[src/rtl/acc_alu_pkg.sv]
package acc_alu_pkg;

  typedef enum logic [3:0] {
    OP_NOP      = 4'd0,
    OP_LOAD_A   = 4'd1,
    OP_LOAD_B   = 4'd2,
    OP_LOAD_D   = 4'd3,
    OP_SUM_BA   = 4'd4,
    OP_ADD_A    = 4'd5,
    OP_SUB_A    = 4'd6,
    OP_ADD_B    = 4'd7,
    OP_SUB_B    = 4'd8,
    OP_WRITE_CC = 4'd9
  } op_e;

  // flag register bit positions
  localparam int CC_S = 7;
  localparam int CC_X = 6;
  localparam int CC_H = 5;
  localparam int CC_I = 4;
  localparam int CC_N = 3;
  localparam int CC_Z = 2;
  localparam int CC_V = 1;
  localparam int CC_C = 0;

  localparam int          CC_W     = 8;
  localparam logic [7:0]  CC_RESET = 8'hD0;

  localparam logic [7:0] MASK_NONE = 8'h00;
  localparam logic [7:0] MASK_LOAD = (8'h1 << CC_N) | (8'h1 << CC_Z) | (8'h1 << CC_V);
  localparam logic [7:0] MASK_SUB  = MASK_LOAD | (8'h1 << CC_C);
  localparam logic [7:0] MASK_ADD  = MASK_SUB | (8'h1 << CC_H);

  typedef enum logic [1:0] {
    DST_NONE = 2'd0,
    DST_A    = 2'd1,
    DST_B    = 2'd2,
    DST_D    = 2'd3
  } dst_e;

  typedef struct packed {
    dst_e       dst;
    logic       use_adder;
    logic       sub;
    logic       x_is_b;
    logic       y_is_b;
    logic       wide;
    logic       cc_write;
    logic [7:0] mask;
  } ctrl_t;

endpackage

[src/rtl/acc_alu_rst_sync.sv]
module acc_alu_rst_sync #(
  parameter int STAGES = 2
) (
  input  logic clk,
  input  logic rst_n,
  output logic rst_sync_n
);
  logic [STAGES-1:0] chain_q;

  always_ff @(posedge clk or negedge rst_n) begin
    if (!rst_n) chain_q <= '0;
    else        chain_q <= {chain_q[STAGES-2:0], 1'b1};
  end

  assign rst_sync_n = chain_q[STAGES-1];
endmodule

[src/rtl/acc_alu_decode.sv]
module acc_alu_decode
  import acc_alu_pkg::*;
(
  input  logic [3:0] op_code,
  output ctrl_t      ctrl
);
  always_comb begin
    ctrl           = '0;
    ctrl.dst       = DST_NONE;
    ctrl.mask      = MASK_NONE;
    case (op_code)
      OP_LOAD_A: begin ctrl.dst = DST_A; ctrl.mask = MASK_LOAD; end
      OP_LOAD_B: begin ctrl.dst = DST_B; ctrl.mask = MASK_LOAD; end
      OP_LOAD_D: begin ctrl.dst = DST_D; ctrl.mask = MASK_LOAD; ctrl.wide = 1'b1; end
      OP_SUM_BA: begin
        ctrl.dst = DST_A; ctrl.use_adder = 1'b1; ctrl.y_is_b = 1'b1; ctrl.mask = MASK_ADD;
      end
      OP_ADD_A: begin ctrl.dst = DST_A; ctrl.use_adder = 1'b1; ctrl.mask = MASK_ADD; end
      OP_SUB_A: begin
        ctrl.dst = DST_A; ctrl.use_adder = 1'b1; ctrl.sub = 1'b1; ctrl.mask = MASK_SUB;
      end
      OP_ADD_B: begin
        ctrl.dst = DST_B; ctrl.use_adder = 1'b1; ctrl.x_is_b = 1'b1; ctrl.mask = MASK_ADD;
      end
      OP_SUB_B: begin
        ctrl.dst = DST_B; ctrl.use_adder = 1'b1; ctrl.x_is_b = 1'b1; ctrl.sub = 1'b1;
        ctrl.mask = MASK_SUB;
      end
      OP_WRITE_CC: ctrl.cc_write = 1'b1;
      default: ;
    endcase
  end
endmodule

[src/rtl/acc_alu_addsub.sv]
module acc_alu_addsub #(
  parameter int W = 8
) (
  input  logic [W-1:0] x,
  input  logic [W-1:0] y,
  input  logic         sub,
  output logic [W-1:0] res,
  output logic         c_out,
  output logic         h_out,
  output logic         v_out
);
  localparam int HB = W / 2;

  logic [W-1:0] y_eff;
  logic [W:0]   full;

  always_comb begin
    y_eff = sub ? ~y : y;
    full  = {1'b0, x} + {1'b0, y_eff} + {{W{1'b0}}, sub};
    res   = full[W-1:0];
    c_out = sub ? ~full[W] : full[W];
    h_out = full[HB] ^ x[HB] ^ y_eff[HB];
    v_out = (x[W-1] == y_eff[W-1]) && (res[W-1] != x[W-1]);
  end
endmodule

[src/rtl/acc_alu_cc_merge.sv]
module acc_alu_cc_merge #(
  parameter int CW = 8
) (
  input  logic [CW-1:0] cc_old,
  input  logic [CW-1:0] cc_new,
  input  logic [CW-1:0] mask,
  output logic [CW-1:0] cc_out
);
  for (genvar g = 0; g < CW; g++) begin : g_bit
    assign cc_out[g] = mask[g] ? cc_new[g] : cc_old[g];
  end
endmodule

[src/rtl/acc_alu.sv]
module acc_alu
  import acc_alu_pkg::*;
#(
  parameter int W = 8
) (
  input  logic           clk,
  input  logic           rst_n,
  input  logic           op_valid,
  input  logic [3:0]     op_code,
  input  logic [2*W-1:0] operand,
  output logic [W-1:0]   a_q,
  output logic [W-1:0]   b_q,
  output logic [2*W-1:0] d_q,
  output logic [CC_W-1:0] ccr_q
);
  localparam int DW = 2 * W;

  logic            rst_sync_n;
  ctrl_t           ctrl;
  logic [W-1:0]    add_x, add_y, add_res, byte_res;
  logic            add_c, add_h, add_v;
  logic [CC_W-1:0] status, merged;
  logic [W-1:0]    a_nxt, b_nxt;
  logic [CC_W-1:0] ccr_nxt;

  acc_alu_rst_sync #(.STAGES(2)) u_rst_sync (
    .clk(clk), .rst_n(rst_n), .rst_sync_n(rst_sync_n)
  );

  acc_alu_decode u_decode (.op_code(op_code), .ctrl(ctrl));

  assign add_x = ctrl.x_is_b ? b_q : a_q;
  assign add_y = ctrl.y_is_b ? b_q : operand[W-1:0];

  acc_alu_addsub #(.W(W)) u_addsub (
    .x(add_x), .y(add_y), .sub(ctrl.sub),
    .res(add_res), .c_out(add_c), .h_out(add_h), .v_out(add_v)
  );

  always_comb begin
    byte_res     = ctrl.use_adder ? add_res : operand[W-1:0];
    status       = '0;
    status[CC_H] = add_h;
    status[CC_C] = add_c;
    status[CC_V] = ctrl.use_adder & add_v;
    status[CC_N] = ctrl.wide ? operand[DW-1] : byte_res[W-1];
    status[CC_Z] = ctrl.wide ? (operand == '0) : (byte_res == '0);
  end

  acc_alu_cc_merge #(.CW(CC_W)) u_cc_merge (
    .cc_old(ccr_q), .cc_new(status), .mask(ctrl.mask), .cc_out(merged)
  );

  always_comb begin
    a_nxt   = a_q;
    b_nxt   = b_q;
    ccr_nxt = ccr_q;
    case (ctrl.dst)
      DST_A:   a_nxt = byte_res;
      DST_B:   b_nxt = byte_res;
      DST_D:   {a_nxt, b_nxt} = operand;
      default: ;
    endcase
    ccr_nxt = ctrl.cc_write ? operand[CC_W-1:0] : merged;
  end

  always_ff @(posedge clk or negedge rst_sync_n) begin
    if (!rst_sync_n) begin
      a_q   <= '0;
      b_q   <= '0;
      ccr_q <= CC_RESET;
    end else if (op_valid) begin
      a_q   <= a_nxt;
      b_q   <= b_nxt;
      ccr_q <= ccr_nxt;
    end
  end

  assign d_q = {a_q, b_q};
endmodule

[config.mk]
export PLATFORM = sky130hd
export DESIGN_NAME = acc_alu
export DESIGN_NICKNAME = d
export VERILOG_FILES = /design/src/rtl/acc_alu_pkg.sv /design/src/rtl/acc_alu_rst_sync.sv /design/src/rtl/acc_alu_decode.sv /design/src/rtl/acc_alu_addsub.sv /design/src/rtl/acc_alu_cc_merge.sv /design/src/rtl/acc_alu.sv
export SDC_FILE = /design/constraint.sdc
export NUM_CORES = 1
export LEC_CHECK = 0
export BUFFER_PORTS_ARGS = -buffer_cell sky130_fd_sc_hd__buf_2
export CAP_MARGIN = 20
export CORE_MARGIN = 2
export CORE_UTILIZATION = 46
export DETAILED_ROUTE_END_ITERATION = 16
export PLACE_DENSITY = 0.71
export RECOVER_POWER = 50
export REMOVE_ABC_BUFFERS = 1
export SLEW_MARGIN = 20
export SYNTH_ARGS = -nofsm -noshare
export SYNTH_HDL_FRONTEND = slang
export SYNTH_HIERARCHICAL = 1
export SYNTH_SLANG_ARGS = --single-unit
[constraint.sdc]
create_clock -name clk -period 1.95 [get_ports clk]
set_clock_uncertainty 0.15 [all_clocks]
set_input_delay 0.0975 -clock clk [delete_from_list [all_inputs] [get_ports clk]]
set_output_delay 0.0975 -clock clk [all_outputs]
set_load 0.02 [all_outputs]
==> impl_metrics.ini, run 1 <==
[power_and_ir_drop]
power_switching_mw = 2.42
clockPowerShare_pct = 8.9
p_seq_share_pct = 15.9
p_sw_share_pct = 45.1
p_comb_share_pct = 75.2
p_int_mw = 2.95
ir_drop_mv = 0.625
p_leak_nw = 1.80
powerDensity_nw_per_um2 = 1350

[worst_setup_path]
setup.worst_path.end_class = flop
r2r_setup_slack_ns = -1.43
worst_ep_arrival_time_ns = 3.56
cp-start-kind = input port
crit_fanout = 5
reg2reg_from = b_q[0]$_DFFE_PN0P_
crit_path_frequent_cell = mux2_4
crit_family = simple AND/OR/NAND/NOR gates
cp_num_cells = 16
slowest_delay_ns = 0.55
critPathRequiredTime_ns = 2.02
crit_chain = buf_6 -> or4b_4 -> o21ai_4 -> mux2_4 -> mux2i_4 -> fa_2 -> nor2b_4 -> o21a_1 -> nor2_1 -> xnor2_1 -> nor4b_2 -> nand3_1 -> o21ai_1 -> mux2_4 -> mux2i_1 -> a21oi_1
crit_type = in2reg
reg2regPathDepth = 14
r2r_end = ccr_q[2]$_DFFE_PN0P_
cp.buffers_inverters = 1
crit_slowest_cell = or4b_4

[layout]
final_cells = 464
n_antenna_cell = 0
final_layout_size_suffix_gt1_share_pct = 62.2
final_nets = 426
fillers = 317
syn2layout_area_growth_pct = 58.8

[die]
ios = 63
die-area_um2 = 6060
core-area_um2 = 5170
start_util_pct = 48.5
rows = 26
die_h_um = 77.9
fp.dieW_um = 77.9

[global_routing]
grt_max_degree = 25
grt_antenna_before_repair = 0
grt-ovfl-total = 0
grt_usage_pct = 26.4
grt_pass1_wl_um = 12300
grt_pass1_vias = 2408

[min_path]
min_from = operand[15]
whs_endpoint = a_q[7]$_DFFE_PN0P_
holdPathStages = 3
holdCritPathClass = in2reg

[run_status]
violations = negative setup slack
status = finished with violations

[placed_design]
place.detailed.hpwl_um = 5620
dp_cells = 445
routabilityCongestion = 0.966
portBuffers = 62

[synth]
synth_edf_count = 0
yosys_most_used_dff = dfrtp_1
yosys-mux-area-fraction_pct = 26.7
synth-simple-area-share_pct = 13.4
synth.largest_area_cell = dfrtp_1
yosys_warnings = 6
syn_inst = 265
synth_top_area_share_pct = 22.9
synth-compound-area-share_pct = 10.9
async_flop_share_pct = 100
synth_seq_cells = 26
syn_avg_cell_area_um2 = 9.47
synth_top_family_by_area = multiplexers
ys_types = 47
synth_xor_area_share_pct = 5.94
yosysSeqAreaShare_pct = 26.1
synthAdderAreaFrac_pct = 4.29
synth_area_leaders = dfrtp_1, mux2i_1, mux2_4
syn-cell-area_um2 = 2510
synthTopCellsByCount = buf_4, mux2i_1, nor2_1

[detailed_routing]
drc = 0
drt_wl_total_um = 9500
drtIter0Drc = 232
wire_per_inst_um = 20.5
ant_nets = 0
vias_per_cell = 5.74
vias = 2665
drt_pre_antenna_iters = 4

[sta]
fin_crit_sh_pct = 179
maxSlewHeadroom_pct = 54.1
rsz0062_at_grt = yes
clock.fmax_mhz = 287
hold_viol_final = 0
worst_slack_ns = -1.54
slew_violations = 0
period_minus_slack_ns = 3.49
setup_viol = 21
hold_slack_ns = 0.0101
tightestPinTransition_ns = 0.688

[clocking]
cts.sinks = 26
clock_path_buffers = 2
cts_max_level = 1
cts_tree = done
clk_pin_slew_ns = 0.10
clk_latency_ns = 0.29
cts_root_buf = clkbuf_8
cts_buffers = 3

[flow_run]
maxCapViolations = 0
## cells in the final DEF (no fill, tap or decap), types with 3 or more instances in the layout
| cell | count |
|---|---|
| dfstp_2 | 3 |
| a21oi_2 | 3 |
| clkbuf_1 | 8 |
| mux2i_4 | 4 |
| nand2_1 | 15 |
| xor2_2 | 4 |
| buf_6 | 17 |
| nor3_1 | 3 |
| buf_12 | 4 |
| a21oi_1 | 16 |
| buf_4 | 74 |
| nor4_1 | 3 |
| inv_1 | 3 |
| buf_2 | 51 |
| mux2_4 | 26 |
| dfrtp_1 | 23 |
| conb_1 | 7 |
| ha_4 | 4 |
| mux2_2 | 6 |
| mux2i_2 | 5 |
| mux2i_1 | 16 |
| o21ai_1 | 8 |
| xor2_1 | 3 |
| xnor2_1 | 5 |
| clkbuf_8 | 3 |
| nor2_2 | 6 |
| nor2_1 | 18 |
## how the worst max path moves through the flow
stage / start / to / slack (ns)
6_report: op_code[0] / ccr_q[2]$_DFFE_PN0P_ / -1.54
3_3_place_gp: op_code[2] / ccr_q[2]$_DFFE_PN0P_ / -1.67
3_5_place_dp: op_code[2] / ccr_q[2]$_DFFE_PN0P_ / -1.77
5_1_grt: op_code[0] / ccr_q[2]$_DFFE_PN0P_ / -1.52
2_1_floorplan: op_code[2] / ccr_q[3]$_DFFE_PN0P_ / -1.78
4_1_cts: op_code[3] / ccr_q[3]$_DFFE_PN0P_ / -1.19
## repair_timing
| action | CTS | global route |
|---|---|---|
| setup buffers | 6 | 9 |
| endpoints found under the setup margin | 20 | 21 |
| pin swaps | 23 | 24 |
| resized for setup | 55 | 49 |
| endpoints found under the hold margin | 2 | 0 |
| cloned | 0 | 0 |
| hold buffers | 2 | 0 |
## power groups by stage
stage	Sequential [mW]	Clock, mW	Combinational, mW
2_1_floorplan	1.20	0	1.15
3_3_place_gp	0.836	0	2.70
3_5_place_dp	0.843	0	2.77
4_1_cts	0.835	0.477	3.13
5_1_grt	0.865	0.503	4.19
6_report	0.852	0.477	4.03
## metrics by stage
stage               setup TNS (ns)  utilization, %  setup slack [ns]  instance area, um2  total power [mW]
detailed placement          -24.56            63.5             -1.77                3290              3.61
floorplan                   -24.06               -             -1.78                2240              2.35
global placement            -23.52            63.5             -1.67                3290              3.54
CTS                         -14.87            71.6             -1.19                3710              4.45
global route                -18.91            77.0             -1.52                3980              5.56
finish                      -18.01            77.0             -1.54                3980              5.36
## cells by family after synthesis
| family | after synthesis |
|---|---|
| flops | 26 |
| xor+xnor | 17 |
| simple gates | 68 |
| fa+ha+maj | 8 |
| other cells | 3 |
| mux | 57 |
| buf+inv | 42 |
| compound gates | 44 |
## worst reg2reg max path, delay by kind of cell, from the launching register on
| kind | cells | cell delay, ns |
|---|---|---|
| AOI/OAI and AO/OA | 3 | 0.49 |
| xor gates and xnor gates | 1 | 0.18 |
| adders and majority gates | 1 | 0.28 |
| buffers and inverters | 1 | 0.15 |
| DFF | 1 | 0.42 |
| muxes | 4 | 0.69 |
| and+or+nand+nor | 4 | 0.95 |
## state kept, by name (all words and copies together) (netlist names)
register            flops
a_q                     8
b_q                     8
ccr_q                   8
u_rst_sync/chain_q      2
## routing by layer
layer	up-vias	wire [um]	GRT usage, %
met5	-	0	0
met1	1270	3480	32.8
met4	0	726	14.3
met2	181	4650	44.8
li1	1154	-	-
met3	60	644	2.67
## final cells by class
class                      instances  area [um2]  area share (%)
multi-input combinational        201        2000            50.2
timing repair buffer             158        1150            28.9
sequential                        26         654            16.4
tap                               70        87.6            2.20
clock buffer                       3        41.3            1.04
clock inverter                     1        30.0           0.754
inverter                           5        18.8           0.471
Power figures use the tool's default switching activity.
==> inputs of run 2 (changes only) <==
SKIP_CTS_REPAIR_TIMING = 1   (was unset)
clock period = 3.68 ns   (was 1.95 ns; I/O delays follow)
==> impl_metrics.ini, run 2 (synthesis gave the netlist of run 1 again) <==
[run_status]
status = completed

[worst_setup_path]
reg2regPathDepth = 15
critPathRequiredTime_ns = 3.69
worst_ep_arrival_time_ns = 3.49
crit_path_end = ccr_q[2]$_DFFE_PN0P_
r2r_setup_slack_ns = 0.48
crit_type = in2reg
cp-start-kind = input port
r2r_end = ccr_q[2]$_DFFE_PN0P_
crit_fanout = 7
setup.worst_path.end_class = flop
critPathLaunch = op_code[3]
reg2reg_from = b_q[1]$_DFFE_PN0P_

[power_and_ir_drop]
p_leak_nw = 1.29
powerDensity_nw_per_um2 = 670
finalPower_mw = 1.94
ir_drop_mv = 0.291

[placed_design]
dp_cells = 388
post-place-ws_ns = -0.0726
routabilityCongestion = 0.927
portBuffers = 62
place.detailed.hpwl_um = 4760

[clocking]
cts_max_level = 1
cts.sinks = 26
cts_buffers = 3
clock_path_buffers = 2
cts_root_buf = clkbuf_8
cts_tree = done
clk_latency_ns = 0.28
clk_pin_slew_ns = 0.10

[layout]
final_nets = 356
final_cell_mix = buf_2, buf_4, nor2_1, mux2i_1, dfrtp_1
syn2layout_area_growth_pct = 15.5
final_cells = 394
final_layout_size_suffix_gt1_share_pct = 37.3
top_regs = a_q: 8 flops, b_q: 8 flops, ccr_q: 8 flops
fin_util_pct = 56.0
n_antenna_cell = 0
layout_commonest_cell = buf_2

[die]
fp.dieW_um = 77.9
start_util_pct = 48.5
rows = 26
die_h_um = 77.9
die-area_um2 = 6060
core-area_um2 = 5170
ios = 63

[detailed_routing]
ant_nets = 0
vias_per_cell = 5.28
drc = 0
drt_wl_total_um = 6000
wire_per_inst_um = 15.2
drt_pre_antenna_iters = 4
vias = 2080
drtIter0Drc = 177

[sta]
clock.fmax_mhz = 287
maxSlewHeadroom_pct = 31.3
setup_viol = 0
period_minus_slack_ns = 3.48
hold_viol_final = 0
tightestPinTransition_ns = 1.03
worst_slack_ns = 0.197
slew_violations = 0
rsz0062_at_grt = no
fin_crit_sh_pct = 94.7

[global_routing]
grt_max_degree = 25
grt_pass1_wl_um = 9560
grt_pass1_vias = 1929
grt-ovfl-total = 0
grt_usage_pct = 19.8
grt_antenna_before_repair = 0

[flow_run]
maxCapViolations = 0

[min_path]
holdCritPathClass = in2async
## run 2: stage by stage
step	TNS [ns]	hold WS, ns	cell area, um2
detailed placement	-0.119	-0.180	2820
global placement	0	-0.181	2820
CTS	0	-0.495	2890
finish	0	0.0709	2900
floorplan	-0.175	-0.262	2240
global route	0	0.0914	2900
## run 2: area by class of cell
type                       instances  area, um2
inverter                           5       18.8
sequential                        26        654
clock inverter                     1       30.0
clock buffer                       3       41.3
fill                             481       2270
multi-input combinational        201       1580
tap                               70       87.6
timing repair buffer              88        484
## run 2: power by group
part           total (mW)  switching [mW]  internal (mW)  leakage (nW)
combinational        1.23           0.680          0.546         0.956
clock               0.241          0.0958          0.146        0.0357
sequential          0.473           0.102          0.372         0.295
## run 2: metal layers
metal,global-route usage (%),part of all wire [%]
met4,7.32,1.3
met5,0,0
met1,26.0,45
met3,2.21,5.5
met2,33.3,49
## run 2: worst min-delay path by stage
stage	start	end	slack, ns	depth (start not counted)
2_1_floorplan	rst_n	u_rst_sync/chain_q[0]$_DFF_PN0_	-0.26	0
3_3_place_gp	rst_n	u_rst_sync/chain_q[1]$_DFF_PN0_	-0.18	1
3_5_place_dp	rst_n	u_rst_sync/chain_q[1]$_DFF_PN0_	-0.18	1
4_1_cts	rst_n	u_rst_sync/chain_q[1]$_DFF_PN0_	-0.50	1
5_1_grt	rst_n	u_rst_sync/chain_q[1]$_DFF_PN0_	0.09	2
6_report	rst_n	u_rst_sync/chain_q[0]$_DFF_PN0_	0.07	2
## run 2: critical path, cell delays in order
cell       delay [ns]
buf_2            0.13
or2b_1           0.27
nor3_1           0.16
buf_4            0.18
mux2_2           0.35
xor2_1           0.20
inv_1            0.09
fa_1             0.42
nor2b_1          0.19
o2111ai_1        0.12
nand3_1          0.12
nor2_1           0.07
xnor2_1          0.23
nor4_1           0.08
nand3_1          0.10
o21ai_0          0.10
mux2_4           0.27
mux2i_1          0.14
a21oi_1          0.08
==> inputs of run 3 (changes only) <==
CELL_PAD_IN_SITES_DETAIL_PLACEMENT = 1   (was unset)
CELL_PAD_IN_SITES_GLOBAL_PLACEMENT = 2   (was unset)
CORE_UTILIZATION = 33   (was 46)
PLACE_DENSITY = unset   (was 0.71)
PLACE_DENSITY_LB_ADDON = 0.1   (was unset)
==> impl_metrics.ini, run 3 (synthesis gave the netlist of run 1 again) <==
[run_status]
status = completed

[power_and_ir_drop]
ir_drop_mv = 0.235
powerDensity_nw_per_um2 = 648
p_leak_nw = 1.38
finalPower_mw = 2.03

[global_routing]
grt_pass1_vias = 2167
grt_max_degree = 20
grt-ovfl-total = 0
grt_antenna_before_repair = 0
grt_pass1_wl_um = 11700
grt_usage_pct = 18.0

[die]
fp.dieW_um = 91.2
core-area_um2 = 7290
die_h_um = 91.2
ios = 63
die-area_um2 = 8320
start_util_pct = 34.4
rows = 31

[sta]
finalSetupTns_ns = 0
fin_crit_sh_pct = 94.3
clock.fmax_mhz = 288
hold_viol_final = 0
period_minus_slack_ns = 3.47
tightestPinTransition_ns = 0.779
setup_viol = 0
maxSlewHeadroom_pct = 48.1
slew_violations = 0

[layout]
layout_commonest_cell = buf_2
final_layout_size_suffix_gt1_share_pct = 42.9
syn2layout_area_growth_pct = 24.8
final_nets = 375
top_regs = a_q: 8 flops, b_q: 8 flops, ccr_q: 8 flops
fin_util_pct = 42.9
n_antenna_cell = 0
final_cell_mix = buf_2, buf_4, mux2i_1

[clocking]
cts_buffers = 3
clk_pin_slew_ns = 0.11
clock_path_buffers = 2
clk_latency_ns = 0.29
cts_max_level = 1
cts_root_buf = clkbuf_8
cts.sinks = 26
cts_tree = done

[worst_setup_path]
critPathRequiredTime_ns = 3.70
worst_ep_arrival_time_ns = 3.49
setup.worst_path.end_class = flop
cp-start-kind = input port
crit_type = in2reg
crit_fanout = 6

[placed_design]
place.detailed.hpwl_um = 5890
routabilityCongestion = 0.854
portBuffers = 62

[detailed_routing]
ant_nets = 0
vias = 2143
drt_pre_antenna_iters = 4
vias_per_cell = 4.85
wire_per_inst_um = 16.8
drt_wl_total_um = 7440
drc = 0
drtIter0Drc = 45

[min_path]
holdCritPathClass = in2async

[flow_run]
maxCapViolations = 0
[run 3: path summary, 6_finish.rpt]
check	slack (ns)	depth (start not counted)	endpoint	start
hold reg to reg	0.17	0	b_q[5]$_DFFE_PN0P_	u_rst_sync/chain_q[1]$_DFF_PN0_
min in group clk	0.09	3	ccr_q[6]$_DFFE_PN1P_	operand[6]
setup reg to reg	0.40	16	ccr_q[2]$_DFFE_PN0P_	b_q[1]$_DFFE_PN0P_
hold / removal	0.07	2	u_rst_sync/chain_q[1]$_DFF_PN0_	rst_n
max in group asynchronous	2.37	1	a_q[6]$_DFFE_PN0P_	u_rst_sync/chain_q[1]$_DFF_PN0_
setup / recovery	0.21	18	ccr_q[2]$_DFFE_PN0P_	op_code[1]
[run 3: power breakdown]
group,switching (mW),internal (mW)
combinational,0.718,0.629
clock,0.110,0.0964
sequential,0.105,0.372
total,0.933,1.10
[run 3: area by class of cell]
class                      instances  area [um2]
sequential                        26         654
clock buffer                       4        55.1
fill                             895        4160
multi-input combinational        201        1640
timing repair buffer             107         639
tap                               99         124
inverter                           5        18.8
[run 3: per-layer routing]
layer	global-route usage (%)	share of wire (%)	vias to the layer above
met4	4.17	0.95	0
met3	2.24	2.9	5
li1	-	-	1046
met1	24.2	48	1054
met2	30.8	48	38
met5	0	0	-
[run 3: stage by stage]
step | instances | setup WS [ns] | area, um2 | hold WS (ns)
4_1_cts | 432 | 0.0546 | 2990 | -0.500
3_3_place_gp | 428 | -0.188 | 2940 | -0.181
6_report | 442 | 0.209 | 3130 | 0.0661
5_1_grt | 442 | -0.00255 | 3130 | 0.0712
2_1_floorplan | 232 | -0.134 | 2240 | -0.262
3_5_place_dp | 428 | -0.240 | 2940 | -0.179
[run 3: critical path, cell delays in order]
cell and delay (ns):
buf_2 0.14, or4b_4 0.55, o21ai_4 0.14, buf_6 0.16, mux2_2 0.35, ha_2 0.22, nor2_2 0.11, o211ai_2 0.12
a311oi_2 0.41, o21ai_1 0.15, o31ai_2 0.11, buf_4 0.17, nor4_1 0.04, nand3_1 0.09, o21ai_0 0.08, mux2_4 0.25
mux2i_1 0.12, a21oi_1 0.08
